**config.mk**
```make
export PLATFORM = sky130hd
export DESIGN_NAME = pio_strobe_gen
export DESIGN_NICKNAME = d
export VERILOG_FILES = /design/src/rtl/pio_strobe_pkg.sv /design/src/rtl/pio_cfg_reg.sv /design/src/rtl/pio_field_sel.sv /design/src/rtl/pio_strobe_seq.sv /design/src/rtl/pio_strobe_gen.sv
export SDC_FILE = /design/constraint.sdc
export NUM_CORES = 1
export LEC_CHECK = 0
export CORE_MARGIN = 2
export CORE_UTILIZATION = 55
export DETAILED_ROUTE_END_ITERATION = 8
export PLACE_DENSITY_LB_ADDON = 0.05
export SLEW_MARGIN = 20
export SYNTH_ARGS = -nofsm -noshare
export SYNTH_HDL_FRONTEND = slang
export SYNTH_HIERARCHICAL = 1
export SYNTH_SLANG_ARGS = --single-unit
```
**constraint.sdc**
```tcl
create_clock -name clk_i -period 3.4 [get_ports clk_i]
set_input_delay 0.68 -clock clk_i [delete_from_list [all_inputs] [get_ports clk_i]]
set_output_delay 0.68 -clock clk_i [all_outputs]
set_load 0.02 [all_outputs]
```
**src/rtl/pio_strobe_pkg.sv**
```systemverilog
package pio_strobe_pkg;
  localparam int WORD_W = 32;
  localparam int CNT_W  = 5;

  typedef enum logic [1:0] {
    MODE_PIO   = 2'd0,
    MODE_MWDMA = 2'd1,
    MODE_UDMA  = 2'd2,
    MODE_NONE  = 2'd3
  } xfer_mode_e;

  typedef enum logic [2:0] {
    PH_IDLE, PH_SETUP, PH_ACT, PH_INACT, PH_DONE
  } phase_e;

  typedef struct packed {
    logic [CNT_W-1:0] pre;
    logic [CNT_W-1:0] act;
    logic [CNT_W-1:0] inact;
  } strobe_timing_t;

  localparam logic [WORD_W-1:0] MASK_PIO   = 32'hCFC3_FFFF;
  localparam logic [WORD_W-1:0] MASK_MWDMA = 32'h31C0_01FF;
  localparam logic [WORD_W-1:0] MASK_UDMA  = 32'h303C_0000;

  function automatic logic [WORD_W-1:0] mode_mask(input logic [1:0] mode);
    case (mode)
      MODE_PIO:   return MASK_PIO;
      MODE_MWDMA: return MASK_MWDMA;
      MODE_UDMA:  return MASK_UDMA;
      default:    return '0;
    endcase
  endfunction
endpackage

```
**src/rtl/pio_cfg_reg.sv**
```systemverilog
module pio_cfg_reg
  import pio_strobe_pkg::*;
#(
  parameter logic [WORD_W-1:0] RESET_WORD = 32'h0D02_9D5E
) (
  input  logic              clk_i,
  input  logic              rst_ni,
  input  logic              we_i,
  input  logic [1:0]        mode_i,
  input  logic [WORD_W-1:0] wdata_i,
  output logic [WORD_W-1:0] word_o
);
  logic [WORD_W-1:0] mask;
  assign mask = mode_mask(mode_i);

  always_ff @(posedge clk_i or negedge rst_ni) begin
    if (!rst_ni)   word_o <= RESET_WORD;
    else if (we_i) word_o <= (word_o & ~mask) | (wdata_i & mask);
  end
endmodule

```
**src/rtl/pio_field_sel.sv**
```systemverilog
module pio_field_sel
  import pio_strobe_pkg::*;
(
  input  logic              task_i,
  input  logic [WORD_W-1:0] word_i,
  output strobe_timing_t    tim_o
);
  always_comb begin
    if (task_i) begin
      tim_o.pre   = CNT_W'(word_i[27:25]);
      tim_o.act   = CNT_W'(word_i[17:13]);
      tim_o.inact = CNT_W'(word_i[12:9]);
    end else begin
      tim_o.pre   = CNT_W'(word_i[24:22]);
      tim_o.act   = CNT_W'(word_i[8:4]);
      tim_o.inact = CNT_W'(word_i[3:0]);
    end
  end
endmodule

```
**src/rtl/pio_strobe_seq.sv**
```systemverilog
module pio_strobe_seq
  import pio_strobe_pkg::*;
#(
  parameter int LEN_W = 4
) (
  input  logic              clk_i,
  input  logic              rst_ni,
  input  logic              start_i,
  input  logic              task_i,
  input  logic              write_i,
  input  logic [LEN_W-1:0]  len_i,
  input  logic [WORD_W-1:0] word_i,
  output logic              dior_no,
  output logic              diow_no,
  output logic              done_o
);
  phase_e            phase_q;
  logic [CNT_W-1:0]  cnt_q;
  logic [LEN_W-1:0]  left_q;
  logic [WORD_W-1:0] snap_q;
  logic              task_q, write_q;
  strobe_timing_t    tim;

  pio_field_sel u_sel (
    .task_i (task_q),
    .word_i (snap_q),
    .tim_o  (tim)
  );

  always_ff @(posedge clk_i or negedge rst_ni) begin
    if (!rst_ni) begin
      phase_q <= PH_IDLE;
      cnt_q   <= '0;
      left_q  <= '0;
      snap_q  <= '0;
      task_q  <= 1'b0;
      write_q <= 1'b0;
    end else begin
      case (phase_q)
        PH_IDLE: if (start_i) begin
          // capture everything so later config writes cannot disturb the burst
          phase_q <= PH_SETUP;
          cnt_q   <= '0;
          left_q  <= len_i;
          snap_q  <= word_i;
          task_q  <= task_i;
          write_q <= write_i;
        end
        PH_SETUP: begin
          if (cnt_q == tim.pre) begin
            phase_q <= PH_ACT;
            cnt_q   <= '0;
          end else cnt_q <= cnt_q + 1'b1;
        end
        PH_ACT: begin
          if (cnt_q == tim.act) begin
            phase_q <= PH_INACT;
            cnt_q   <= '0;
          end else cnt_q <= cnt_q + 1'b1;
        end
        PH_INACT: begin
          if (cnt_q == tim.inact) begin
            cnt_q <= '0;
            if (left_q == '0) phase_q <= PH_DONE;
            else begin
              phase_q <= PH_ACT;
              left_q  <= left_q - 1'b1;
            end
          end else cnt_q <= cnt_q + 1'b1;
        end
        default: phase_q <= PH_IDLE;
      endcase
    end
  end

  assign dior_no = !((phase_q == PH_ACT) && !write_q);
  assign diow_no = !((phase_q == PH_ACT) &&  write_q);
  assign done_o  = (phase_q == PH_DONE);
endmodule

```
**src/rtl/pio_strobe_gen.sv**
```systemverilog
module pio_strobe_gen
  import pio_strobe_pkg::*;
#(
  parameter int                LEN_W      = 4,
  parameter logic [WORD_W-1:0] RESET_WORD = 32'h0D02_9D5E
) (
  input  logic              clk_i,
  input  logic              rst_ni,
  input  logic              cfg_we_i,
  input  logic [1:0]        cfg_mode_i,
  input  logic [WORD_W-1:0] cfg_wdata_i,
  output logic [WORD_W-1:0] cfg_word_o,
  input  logic              start_i,
  input  logic              task_i,
  input  logic              write_i,
  input  logic [LEN_W-1:0]  len_i,
  output logic              dior_no,
  output logic              diow_no,
  output logic              done_o
);
  pio_cfg_reg #(.RESET_WORD(RESET_WORD)) u_cfg (
    .clk_i   (clk_i),
    .rst_ni  (rst_ni),
    .we_i    (cfg_we_i),
    .mode_i  (cfg_mode_i),
    .wdata_i (cfg_wdata_i),
    .word_o  (cfg_word_o)
  );

  pio_strobe_seq #(.LEN_W(LEN_W)) u_seq (
    .clk_i   (clk_i),
    .rst_ni  (rst_ni),
    .start_i (start_i),
    .task_i  (task_i),
    .write_i (write_i),
    .len_i   (len_i),
    .word_i  (cfg_word_o),
    .dior_no (dior_no),
    .diow_no (diow_no),
    .done_o  (done_o)
  );
endmodule

```
## After elaboration in Yosys (flattened, before gate mapping)

Index checks and enable logic that the tools add are counted.

| storage, ports and cells | value |
|---|---|
| register bits | 74 |
| output and inout bits | 35 |
| word-level logic and storage cells | 58 |
| input port bits | 44 |

| operators by class | value |
|---|---|
| eq/ne operators | 14 |
| reduce and logical (&&, ||, !) cells | 14 |
| multiplexer cells | 17 |
| bitwise operators | 4 |
| $add $sub $neg | 2 |

Operators by type and width:

| operator | count |
|---|---|
| $pmux W32 S3 | 1 |
| $and A32 B32 Y32 | 2 |
| $not A32 Y32 | 1 |
| $or A32 B32 Y32 | 1 |
| $mux W5 | 4 |
| $pmux W5 S4 | 1 |
| $eq A5 B5 Y1 | 3 |
| $mux W3 | 5 |
| $mux W13 | 1 |
| $mux W4 | 3 |
| $pmux W3 S4 | 1 |
| $pmux W4 S2 | 1 |
| $reduce_and A4 Y1 | 2 |
| $eq A3 B2 Y1 const B | 2 |
| $ne A2 B1 Y1 const B | 3 |
| $add A5 B1 Y5 const B | 1 |
| $logic_not A4 Y1 | 1 |
| $ne A2 B2 Y1 const B | 2 |
| $reduce_and A2 Y1 | 2 |
| $reduce_bool A4 Y1 | 1 |
| $sub A4 B1 Y4 const B | 1 |
| $eq A3 B1 Y1 const B | 1 |
| $eq A3 B3 Y1 const B | 1 |
| $logic_not A1 Y1 | 3 |
| other kinds (6) | 7 |

## Depth between registers and ports, before layout

Gate-level depths: netlist of run 1.

| depth | value |
|---|---|
| depth in word-level cells | 5 |
| depth in mapped cells | 7 |
| gate-level depth less buffers | 7 |

## Hierarchy

The synthesis of run 1 kept the hierarchy.

Modules (own cells, without submodules):

| module | area each (um^2) | instances | cells each |
|---|---|---|---|
| pio_strobe_seq | 2215.9 | 1 | 174 |
| pio_cfg_reg | 1286.2 | 1 | 78 |
| pio_field_sel | 210.2 | 1 | 17 |

## Worst setup path after synthesis of run 1

No wires, ideal clock.

| timing | value |
|---|---|
| path type | flip-flop to flip-flop |
| from | register u_seq.task_q |
| to | register u_seq.left_q[1] |
| stages on the path, launching flop included | 8 |
| arrival | 2.041 ns |
| clock period less this slack | 2.169 ns |
| setup slack | 1.231 ns |
| buffers on the path | 1 |
| setup time | 0.127 ns |
| path through | dfrtp_1 buf_6 mux2_4 xnor2_1 nand3_1 o31ai_4 and2_2 mux2_1 |

RTL lines:

| element | line | RTL |
|---|---|---|
| start: declaration | pio_strobe_seq.sv:21 | `logic task_q, write_q;` |
| start signal: assignment | pio_strobe_seq.sv:46 | `task_q <= task_i;` |
| end signal: assignment | pio_strobe_seq.sv:44 | `left_q <= len_i;` |
| end signal: assignment | pio_strobe_seq.sv:67 | `left_q <= left_q - 1'b1;` |
| end: declaration | pio_strobe_seq.sv:19 | `logic [LEN_W-1:0] left_q;` |

## Worst setup path in the final report of run 1

| timing | value |
|---|---|
| from | register u_seq.phase_q[2] |
| to | output port diow_no |

| on the way | value |
|---|---|
| word-level cells in the longest chain between the ends | 3 |

Ends and longest elaborated chain:

| element | line | RTL |
|---|---|---|
| start: declaration | pio_strobe_seq.sv:17 | `phase_e phase_q;` |
| start signal: assignment | pio_strobe_seq.sv:32 | `phase_q <= PH_IDLE;` |
| start signal: assignment | pio_strobe_seq.sv:42 | `phase_q <= PH_SETUP;` |
| start signal: assignment | pio_strobe_seq.sv:51 | `phase_q <= PH_ACT;` |
| $eq A3 B2 Y1 | pio_strobe_seq.sv:77 | `assign diow_no = !((phase_q == PH_ACT) && write_q);` |
| $logic_and A1 B1 Y1 | pio_strobe_seq.sv:77 |  |
| $logic_not A1 Y1 | pio_strobe_seq.sv:77 |  |
| end: declaration | pio_strobe_gen.sv:18 | `output logic diow_no,` |

Every way passes these cells.

==> metrics.md, run 1 <==
| Metric | Value |
|---|---|
| Status | `finished, final reports clean` |
| Cell Area, Placed | `approximately 4200 sq um` |
| I/O Buffers | `78` |
| Worst Tran Pin Value | `between 600 and 700 ps` |
| CTS tree | `done` |
| Pint | `approximately 1.9 mW` |
| Pins over their slew limit | `0` |
| Antenna violations before repair | `0` |
| CTS max path bufs | `2` |
| Largest net degree at the start of global routing | `28` |
| Crit path arrival time | `2000 ps` |
| Setup violators final | `0` |
| Setup Skew | `7.86 ps` |
| ANT nets after route | `0` |
| Number of diodes | `0` |
| Reg2reg end | `u_seq/left_q[1]$_DFFE_PN0P_` |
| Worst flop-to-flop path startpoint | `u_seq/task_q$_DFFE_PN0P_` |
| Endpoints failing hold | `0` |
| Tmin final | `2680 ps` |
| CTS buffer count | `9` |
| Leakage | `1.92 nW` |
| Die H | `82.9 um` |
| Ports | `79` |
| Synthesized area per cell | `approximately 14 sq um` |
| Die Width | `82.9 um` |
| H-tree levels | `3` |
| Syn-to-layout area delta | `27.6%` |
| RD Place Congestion | `0.838` |
| Sequential power share | `43.2%` |
| Total GRT Usage | `18.8%` |
| Reg2Reg Depth | `6` |
| Worst-path fanout max | `11` |
| First drt pass iteration count | `4` |
| Period utilisation layout | `78.9%` |
| Clock transition at path regs | `80 ps` |
| Die ar. | `about 7000 sq um` |
| Clock Power Share | `19.1%` |
| Share of cells above drive strength 1 | `24.8%` |
| Placeable Area | `5960 sq um` |
| Setup TNS | `0 ps` |
| Post-CTS resize count | `0` |
| # hold bufs at CTS | `0` |
| MaxCap Viol Count | `0` |
| Pwr Total | `2.94 mW` |
| Initial core utilization | `57.5%` |
| Worst Hold Class | `in -> async` |
| Fin Hold WS | `283 ps` |
| Routed WL per cell | `15.0 um` |
| CP startpoint kind | `register` |
| Vias post-DR | `2,151` |
| Overflow after GRT | `0` |
| Sw Pwr | `1.02 mW` |
| WS Path Type | `reg -> out` |
| Fmax | `373 MHz` |
| Final #Nets | `382` |
| Drt total wl | `~6100 um` |
| Clock sink count | `70` |
| Maximum VDD drop | `roughly 0.43 mV` |
| Post-Syn Area | `around 3400 sq um` |
| PwrDens | `roughly 670 nW/um^2` |
| Worst R2R Setup Slack | `870 ps` |
| # Post-CTS Setup Buffers | `0` |
| Logic pwr share | `37.7%` |
| HPWL after DPL | `4490 um` |
| First-pass GRT wire length | `10,400 um` |
| Final Instance Area | `4370 sq um` |
| Mapped Cells | `253` |
| Vias in the first global route | `2,179` |
| Worst skew pair latency | `340 ps` |
| Syn. warnings | `6` |
| Remaining DRCs | `0` |
| Routed vias/inst | `roughly 5.2` |
| Rel. slew slack | `between 50 and 60%` |
| Core Rows | `28` |
| 1st-iter DRT viols | `57` |
| Clock Root Buffer | `clkbuf_8` |
| Switch share | `34.6%` |
| WP data required | `2720 ps` |
| RSZ-0062 raised after global routing | `false` |
| Kind of end point of the critical path | `output pin` |
-- worst max-delay path, stage by stage (launching register included) --
cell             delay, ps
dfrtp_1                510
nor3b_1                500
nand2_1                100
clkdlybuf4s50_1        550
-- cells in the final DEF (no fill, tap or decap), types with 3 or more instances in the layout --
| cell type | count |
|---|---|
| dfrtp_1 | 56 |
| mux2_4 | 10 |
| mux2_1 | 28 |
| xnor2_1 | 13 |
| nand3_1 | 7 |
| a21oi_1 | 4 |
| conb_1 | 3 |
| nor3_1 | 5 |
| a22o_1 | 3 |
| mux2_2 | 35 |
| o21ai_0 | 3 |
| nand2_1 | 8 |
| ha_1 | 8 |
| clkdlybuf4s50_1 | 77 |
| inv_1 | 6 |
| clkbuf_1 | 3 |
| clkbuf_8 | 9 |
| xor2_1 | 4 |
| buf_4 | 4 |
| dfstp_2 | 14 |
| nor2_1 | 5 |
| o211ai_1 | 3 |
-- metal layers --
layer | wire length (um) | track usage (%)
met5 | 0 | 0
met4 | 119 | 8.35
met3 | 305 | 4.77
met2 | 2800 | 28.5
met1 | 2920 | 25.5
-- per-stage QoR --
step	setup WS, ps	std cells	utilization, %
floorplan	1230	255	-
global placement	941	394	70.6
detailed placement	869	394	70.6
CTS	696	410	73.3
global route	562	410	73.3
finish	717	410	73.3
-- power by group through the flow --
stage	sequential [mW]	combinational, mW	clock (mW)
floorplan	1.27	0.786	0
global placement	1.28	1.10	0
detailed placement	1.29	1.11	0
CTS	1.27	1.12	0.579
global route	1.31	1.21	0.618
finish	1.27	1.11	0.564
-- how the worst max path moves through the flow --
stage,slack (ps),endpoint,depth (start not counted),start
6_report,720,diow_no,3,u_seq/phase_q[2]$_DFFE_PN0P_
5_1_grt,560,dior_no,3,u_seq/phase_q[2]$_DFFE_PN0P_
4_1_cts,700,diow_no,3,u_seq/phase_q[2]$_DFFE_PN0P_
3_5_place_dp,870,u_seq/left_q[1]$_DFFE_PN0P_,6,u_seq/task_q$_DFFE_PN0P_
3_3_place_gp,940,register,5,cfg_mode_i[0]
2_1_floorplan,1230,u_seq/left_q[1]$_DFFE_PN0P_,7,u_seq/task_q$_DFFE_PN0P_
-- final cells by class --
cell class,count,area [sq um]
multi-input cells,161,1510
repair buffers,82,806
fillers,451,1590
clock inverters,4,25.0
inverters,6,22.5
flip-flops and latches,70,1770
well taps,75,93.8
clock buffers,12,135
Note: power is estimated with default switching activity, not from simulation.
==> inputs of run 2 (changes only) <==
CORE_UTILIZATION = 46   (was 55)
clock period = 2.4 ns   (was 3.4 ns; I/O delays follow)
==> run 2 against run 1 <==
Global-route usage decreased by 1.6 points; clock-buffer cell count is 1 lower; worst setup slack worse by 620 ps; clock skew grew 1.0 ps.
==> metrics.md, run 2 (same netlist as run 1, synthesis figures left out) <==
| Metric | Value |
|---|---|
| Core Rows | `31 (was 28)` |
| Die ar. | `8150 sq um (was 6870 sq um)` |
| CTS max path bufs | `2 (unchanged)` |
| PwrDens | `999 nW/um^2 (was 675 nW/um^2)` |
| 1st-iter DRT viols | `59 (was 57)` |
| WS Path Type | `reg -> out (unchanged)` |
| Placeable Area | `7210 sq um (was 5960 sq um)` |
| Place WS | `65.1 ps (was 869 ps)` |
| Setup violators final | `0 (unchanged)` |
| ANT nets after route | `0 (unchanged)` |
| Clock transition at path regs | `70 ps (was 80 ps)` |
| Status | `finished, final reports clean (unchanged)` |
| Drt total wl | `6550 um (was 6140 um)` |
| First drt pass iteration count | `4 (unchanged)` |
| Vias in the first global route | `2,249 (was 2,179)` |
| Pins over their slew limit | `0 (unchanged)` |
| Endpoints failing hold | `0 (unchanged)` |
| Clock Root Buffer | `clkbuf_8 (unchanged)` |
| Routed WL per cell | `14.9 um (was 15.0 um)` |
| Vias post-DR | `2,185 (was 2,151)` |
| Routed vias/inst | `4.95 (was 5.25)` |
| Worst Hold Class | `in -> async (unchanged)` |
| Worst setup slack after layout | `101 ps (was 717 ps)` |
| CP startpoint kind | `register (unchanged)` |
| HPWL after DPL | `4710 um (was 4490 um)` |
| Syn-to-layout area delta | `33.3% (was 27.6%)` |
| Setup Skew | `8.90 ps (was 7.86 ps)` |
| Worst skew pair latency | `340 ps (about the same)` |
| WP data required | `1920 ps (was 2720 ps)` |
| Initial core utilization | `47.4% (was 57.5%)` |
| CTS tree | `done (unchanged)` |
| Die Width | `90.3 um (was 82.9 um)` |
| Total GRT Usage | `17.2% (was 18.8%)` |
| Tmin final | `about 2300 ps` |
| Remaining DRCs | `0 (unchanged)` |
| H-tree levels | `3 (unchanged)` |
| Worst-path fanout max | `8 (was 11)` |
| Setup TNS | `0 ps (unchanged)` |
| Share of cells above drive strength 1 | `27.2% (was 24.8%)` |
| RD Place Congestion | `0.843 (was 0.838)` |
| RSZ-0062 raised after global routing | `false (unchanged)` |
| Maximum VDD drop | `0.389 mV (was 0.434 mV)` |
| Most frequent cells in the layout | `clkdlybuf4s50_1, dfrtp_1, mux2_2 (unchanged)` |
| Most common cell after layout, fill and taps aside | `clkdlybuf4s50_1 (unchanged)` |
| First-pass GRT wire length | `10,800 um (was 10,400 um)` |
| Antenna violations before repair | `0 (unchanged)` |
| Kind of end point of the critical path | `output pin (unchanged)` |
| Largest net degree at the start of global routing | `66 (was 28)` |
| Overflow after GRT | `0 (unchanged)` |
| Ports | `79 (unchanged)` |
| Final #Nets | `389 (was 382)` |
| Number of diodes | `0 (unchanged)` |
| Period utilisation layout | `between 90% and 100%` |
| I/O Buffers | `78 (unchanged)` |
| CTS buffer count | `9 (unchanged)` |
| Leakage | `2.00 nW (was 1.92 nW)` |
| MaxCap Viol Count | `0 (unchanged)` |
| Die H | `90.3 um (was 82.9 um)` |
| Crit path arrival time | `1820 ps (was 2000 ps)` |
| Fmax | `between 400 and 500 MHz` |
| Clock sink count | `70 (unchanged)` |
==> run 2: cell count changes in the layout (fill, tap and decap cells not counted), sizes merged <==
cell / before / now
bufinv: 0 / 2
buf: 5 / 11
dlygate4sd3: 0 / 1
clkbuf: 12 / 11
clkinvlp: 2 / 1
==> run 2: worst paths after layout <==
path / from / end / slack (ps) / depth (start not counted)
hold reg to reg: u_seq/snap_q[15]$_DFFE_PN0P_ / u_seq/snap_q[15]$_DFFE_PN0P_ / 490 / 1
setup / recovery: u_seq/phase_q[1]$_DFFE_PN0P_ / dior_no / 100 / 4
max in group asynchronous: rst_ni / async pin / 1290 / 3
setup reg to reg: u_seq/task_q$_DFFE_PN0P_ / u_seq/cnt_q[2]$_DFFE_PN0P_ / 190 / 7
hold / removal: rst_ni / u_seq/left_q[2]$_DFFE_PN0P_ / 490 / 2
min in group clk_i: u_seq/snap_q[15]$_DFFE_PN0P_ / u_seq/snap_q[15]$_DFFE_PN0P_ / 490 / 1
==> run 2: final cells by class <==
class,count,area [sq um]
well taps,99,124
multi-input cells,161,1510
clock inverters,5,81.3
flip-flops and latches,70,1770
clock buffers,11,151
repair buffers,89,898
inverters,6,22.5
fillers,599,2650
==> run 2: repair_timing <==
action                     CTS  global route
buffers inserted             0             0
hold buffers                 1             0
hold endpoints to repair     5             0
gates resized for setup      0             1
setup endpoints to repair    0             4
==> run 2: routing by layer <==
| metal | vias to the layer above | part of all wire, % | global-route usage (%) |
|---|---|---|---|
| met5 | - | 0 | 0 |
| met4 | 0 | 2.0 | 10.0 |
| met3 | 11 | 5.1 | 4.42 |
| met2 | 52 | 47 | 26.4 |
| met1 | 1075 | 46 | 22.0 |
| li1 | 1047 | - | - |
==> run 2: through the flow <==
step	util [%]	area, sq um	total power, mW	hold slack (ps)	instances
floorplan	-	3430	2.91	184	255
global placement	59.9	4320	3.46	324	424
detailed placement	59.9	4320	3.50	323	424
CTS	63.2	4560	4.62	476	441
global route	63.2	4560	4.84	486	441
finish	63.2	4560	4.56	485	441
==> run 2: critical path, stage by stage (launching register included) <==
cell	delay, ps
dfrtp_1	480
nor3b_1	180
buf_4	160
nand2b_1	60
clkdlybuf4s50_1	600
==> run 2: power by group <==
part | total (mW) | switching (mW) | internal (mW)
combinational | 1.67 | 0.751 | 0.915
sequential | 1.80 | 0.293 | 1.51
clock | 1.09 | 0.451 | 0.642
==> inputs of run 3 (changes only) <==
CELL_PAD_IN_SITES_DETAIL_PLACEMENT = 1   (was not set)
CELL_PAD_IN_SITES_GLOBAL_PLACEMENT = 1   (was not set)
DONT_BUFFER_PORTS = 1   (was not set)
REMOVE_ABC_BUFFERS = 1   (was not set)
==> run 3 against run 2 <==
Utilization is 12 points lower; global-route usage up 0.50 points; sequential power grew 7%; via count fell by 11%; sequential cell count is the same; maximum frequency up 3.3%; final area down 18%; non-clock buffer count is 80 lower; critical path depth is 4 higher; die area did not move; combinational power fell by 26%; critical path type is now reg -> reg.
==> metrics.md, run 3 (same netlist as run 1, synthesis figures left out) <==
| Metric | Value |
|---|---|
| HPWL after DPL | `4940 um (was 4710 um)` |
| Kind of end point of the critical path | `register (was output pin)` |
| Drt total wl | `6580 um (was 6550 um)` |
| Ports | `79 (unchanged)` |
| WP data required | `2630 ps (was 1920 ps)` |
| Vias in the first global route | `2,269 (was 2,249)` |
| Most frequent cells in the layout | `dfrtp_1, mux2_2, mux2_1 (was clkdlybuf4s50_1, dfrtp_1, mux2_2)` |
| CTS buffer count | `9 (unchanged)` |
| H-tree levels | `3 (unchanged)` |
| Reg2reg end | `u_seq/cnt_q[2]$_DFFE_PN0P_ (unchanged)` |
| Sw Pwr | `1.46 mW (was 1.49 mW)` |
| Clock Power Share | `24.4% (was 24.0%)` |
| Core Rows | `31 (unchanged)` |
| Worst skew pair latency | `340 ps (about the same)` |
| Rel. slew slack | `between 60% and 70%` |
| Period utilisation layout | `92.7% (was 95.8%)` |
| Setup TNS | `0 ps (unchanged)` |
| Most common cell after layout, fill and taps aside | `dfrtp_1 (was clkdlybuf4s50_1)` |
| Share of cells above drive strength 1 | `34.0% (was 27.2%)` |
| Leakage | `1.68 nW (was 2.00 nW)` |
| Routed WL per cell | `18.2 um (was 14.9 um)` |
| Pint | `2.72 mW (was 3.06 mW)` |
| Sequential power share | `46.0% (was 39.5%)` |
| Die Width | `90.3 um (unchanged)` |
| First-pass GRT wire length | `11,300 um (was 10,800 um)` |
| Reg2Reg Depth | `8 (was 7)` |
| Setup violators final | `0 (unchanged)` |
| Total GRT Usage | `17.7% (was 17.2%)` |
| Tmin final | `2230 ps (was 2300 ps)` |
| Worst Hold Class | `in -> async (unchanged)` |
| Initial core utilization | `47.4% (unchanged)` |
| RD Place Congestion | `0.808 (was 0.843)` |
| Largest net degree at the start of global routing | `71 (was 66)` |
| Util after Layout | `51.7% (was 63.2%)` |
| First drt pass iteration count | `4 (unchanged)` |
| RSZ-0062 raised after global routing | `false (unchanged)` |
| Worst flop-to-flop path startpoint | `u_seq/task_q$_DFFE_PN0P_ (unchanged)` |
| Vias post-DR | `1,944 (was 2,185)` |
| Endpoints failing hold | `0 (unchanged)` |
| CTS tree | `done (unchanged)` |
| # Post-CTS Setup Buffers | `0 (unchanged)` |
| Placed cell count | `344 (was 424)` |
| Place WS | `169 ps (was 65.1 ps)` |
| Worst setup slack after layout | `175 ps (was 101 ps)` |
| Remaining DRCs | `0 (unchanged)` |
| Worst Tran Pin Value | `542 ps` |
| Logic pwr share | `29.7% (was 36.6%)` |
| Switch share | `35.0% (was 32.8%)` |
| Fmax | `449 MHz (was 435 MHz)` |
| Worst-path fanout max | `6 (was 8)` |
| Pins over their slew limit | `0 (unchanged)` |
| Syn-to-layout area delta | `9.03% (was 33.3%)` |
| 1st-iter DRT viols | `64 (was 59)` |
| MaxCap Viol Count | `0 (unchanged)` |
| Cell Area, Placed | `3490 sq um (was 4320 sq um)` |
| Final #Nets | `309 (was 389)` |
| Routed vias/inst | `5.39 (was 4.95)` |
| Clock sink count | `70 (unchanged)` |
| WS Path Type | `reg -> reg (was reg -> out)` |
| Crit path arrival time | `2450 ps (was 1820 ps)` |
| Final Instance Area | `3730 sq um (was 4560 sq um)` |
| PwrDens | `1120 nW/um^2 (was 999 nW/um^2)` |
| I/O Buffers | `0 (was 78)` |
| Status | `finished, final reports clean (unchanged)` |
| Clock Root Buffer | `clkbuf_8 (unchanged)` |
| Die ar. | `8150 sq um (unchanged)` |
| Number of diodes | `0 (unchanged)` |
| Clock transition at path regs | `70 ps (about the same)` |
| ANT nets after route | `0 (unchanged)` |
| Overflow after GRT | `0 (unchanged)` |
| Maximum VDD drop | `0.497 mV (was 0.389 mV)` |
| Setup Skew | `3.53 ps (was 8.90 ps)` |
| Number of fillers in the final layout | `743 (was 599)` |
| Die H | `90.3 um (unchanged)` |
| Final cell count without fillers | `361 (was 441)` |
| Antenna violations before repair | `0 (unchanged)` |
| CTS max path bufs | `2 (unchanged)` |
| Placeable Area | `7210 sq um (unchanged)` |
| Worst R2R Setup Slack | `170 ps (was 190 ps)` |
| CP startpoint kind | `register (unchanged)` |
run 3: per-layer routing:
| layer | global-route usage, % | wire length (um) | vias up |
|---|---|---|---|
| met1 | 21.5 | 2710 | 1001 |
| met5 | 0 | 0 | - |
| met3 | 6.76 | 406 | 10 |
| met2 | 29.3 | 3360 | 54 |
| met4 | 5.38 | 103 | 0 |
| li1 | - | - | 879 |
run 3: worst max path at each step:
stage	startpoint	to	slack (ps)	depth (start not counted)
floorplan	u_seq/task_q$_DFFE_PN0P_	u_seq/left_q[1]$_DFFE_PN0P_	80	6
global placement	u_seq/task_q$_DFFE_PN0P_	u_seq/cnt_q[2]$_DFFE_PN0P_	230	8
detailed placement	u_seq/task_q$_DFFE_PN0P_	u_seq/cnt_q[2]$_DFFE_PN0P_	170	8
CTS	u_seq/task_q$_DFFE_PN0P_	u_seq/cnt_q[2]$_DFFE_PN0P_	150	8
global route	u_seq/task_q$_DFFE_PN0P_	u_seq/cnt_q[2]$_DFFE_PN0P_	40	8
finish	u_seq/task_q$_DFFE_PN0P_	u_seq/cnt_q[2]$_DFFE_PN0P_	170	8
run 3: critical path, cell delays in order (launching register included):
cell and delay [ps]:
dfrtp_1 380, buf_4 170, mux2_4 300, xnor2_1 140, nand3_1 140, o31ai_4 340
buf_4 190, nand3_4 110, a221o_1 350
run 3: repair_timing:
action	4_1_cts	5_1_grt
hold buffers	1	0
resized for setup	0	0
endpoints found under the hold margin	70	0
run 3: cell type report:
cell class / count / area (sq um) / area share, %
Sequential cell: 70 / 1770 / 47.4
Clock buffer: 10 / 128 / 3.42
Inverter: 6 / 22.5 / 0.604
Clock inverter: 6 / 86.3 / 2.31
Multi-Input combinational cell: 161 / 1510 / 40.6
Timing Repair Buffer: 9 / 87.6 / 2.35
Tap cell: 99 / 124 / 3.32
run 3: per-stage QoR:
step	power (mW)	hold WS, ps
detailed placement	3.18	186
global route	4.47	17.8
finish	4.18	16.8
CTS	4.25	15.2
floorplan	2.84	184
global placement	3.08	186
run 3: power by group through the flow:
stage | sequential, mW | combinational (mW) | clock [mW]
after global placement | 1.94 | 1.14 | 0
final | 1.92 | 1.24 | 1.02
after CTS | 1.93 | 1.26 | 1.05
after detailed placement | 1.95 | 1.23 | 0
after floorplan | 1.88 | 0.956 | 0
after global routing | 1.98 | 1.38 | 1.11
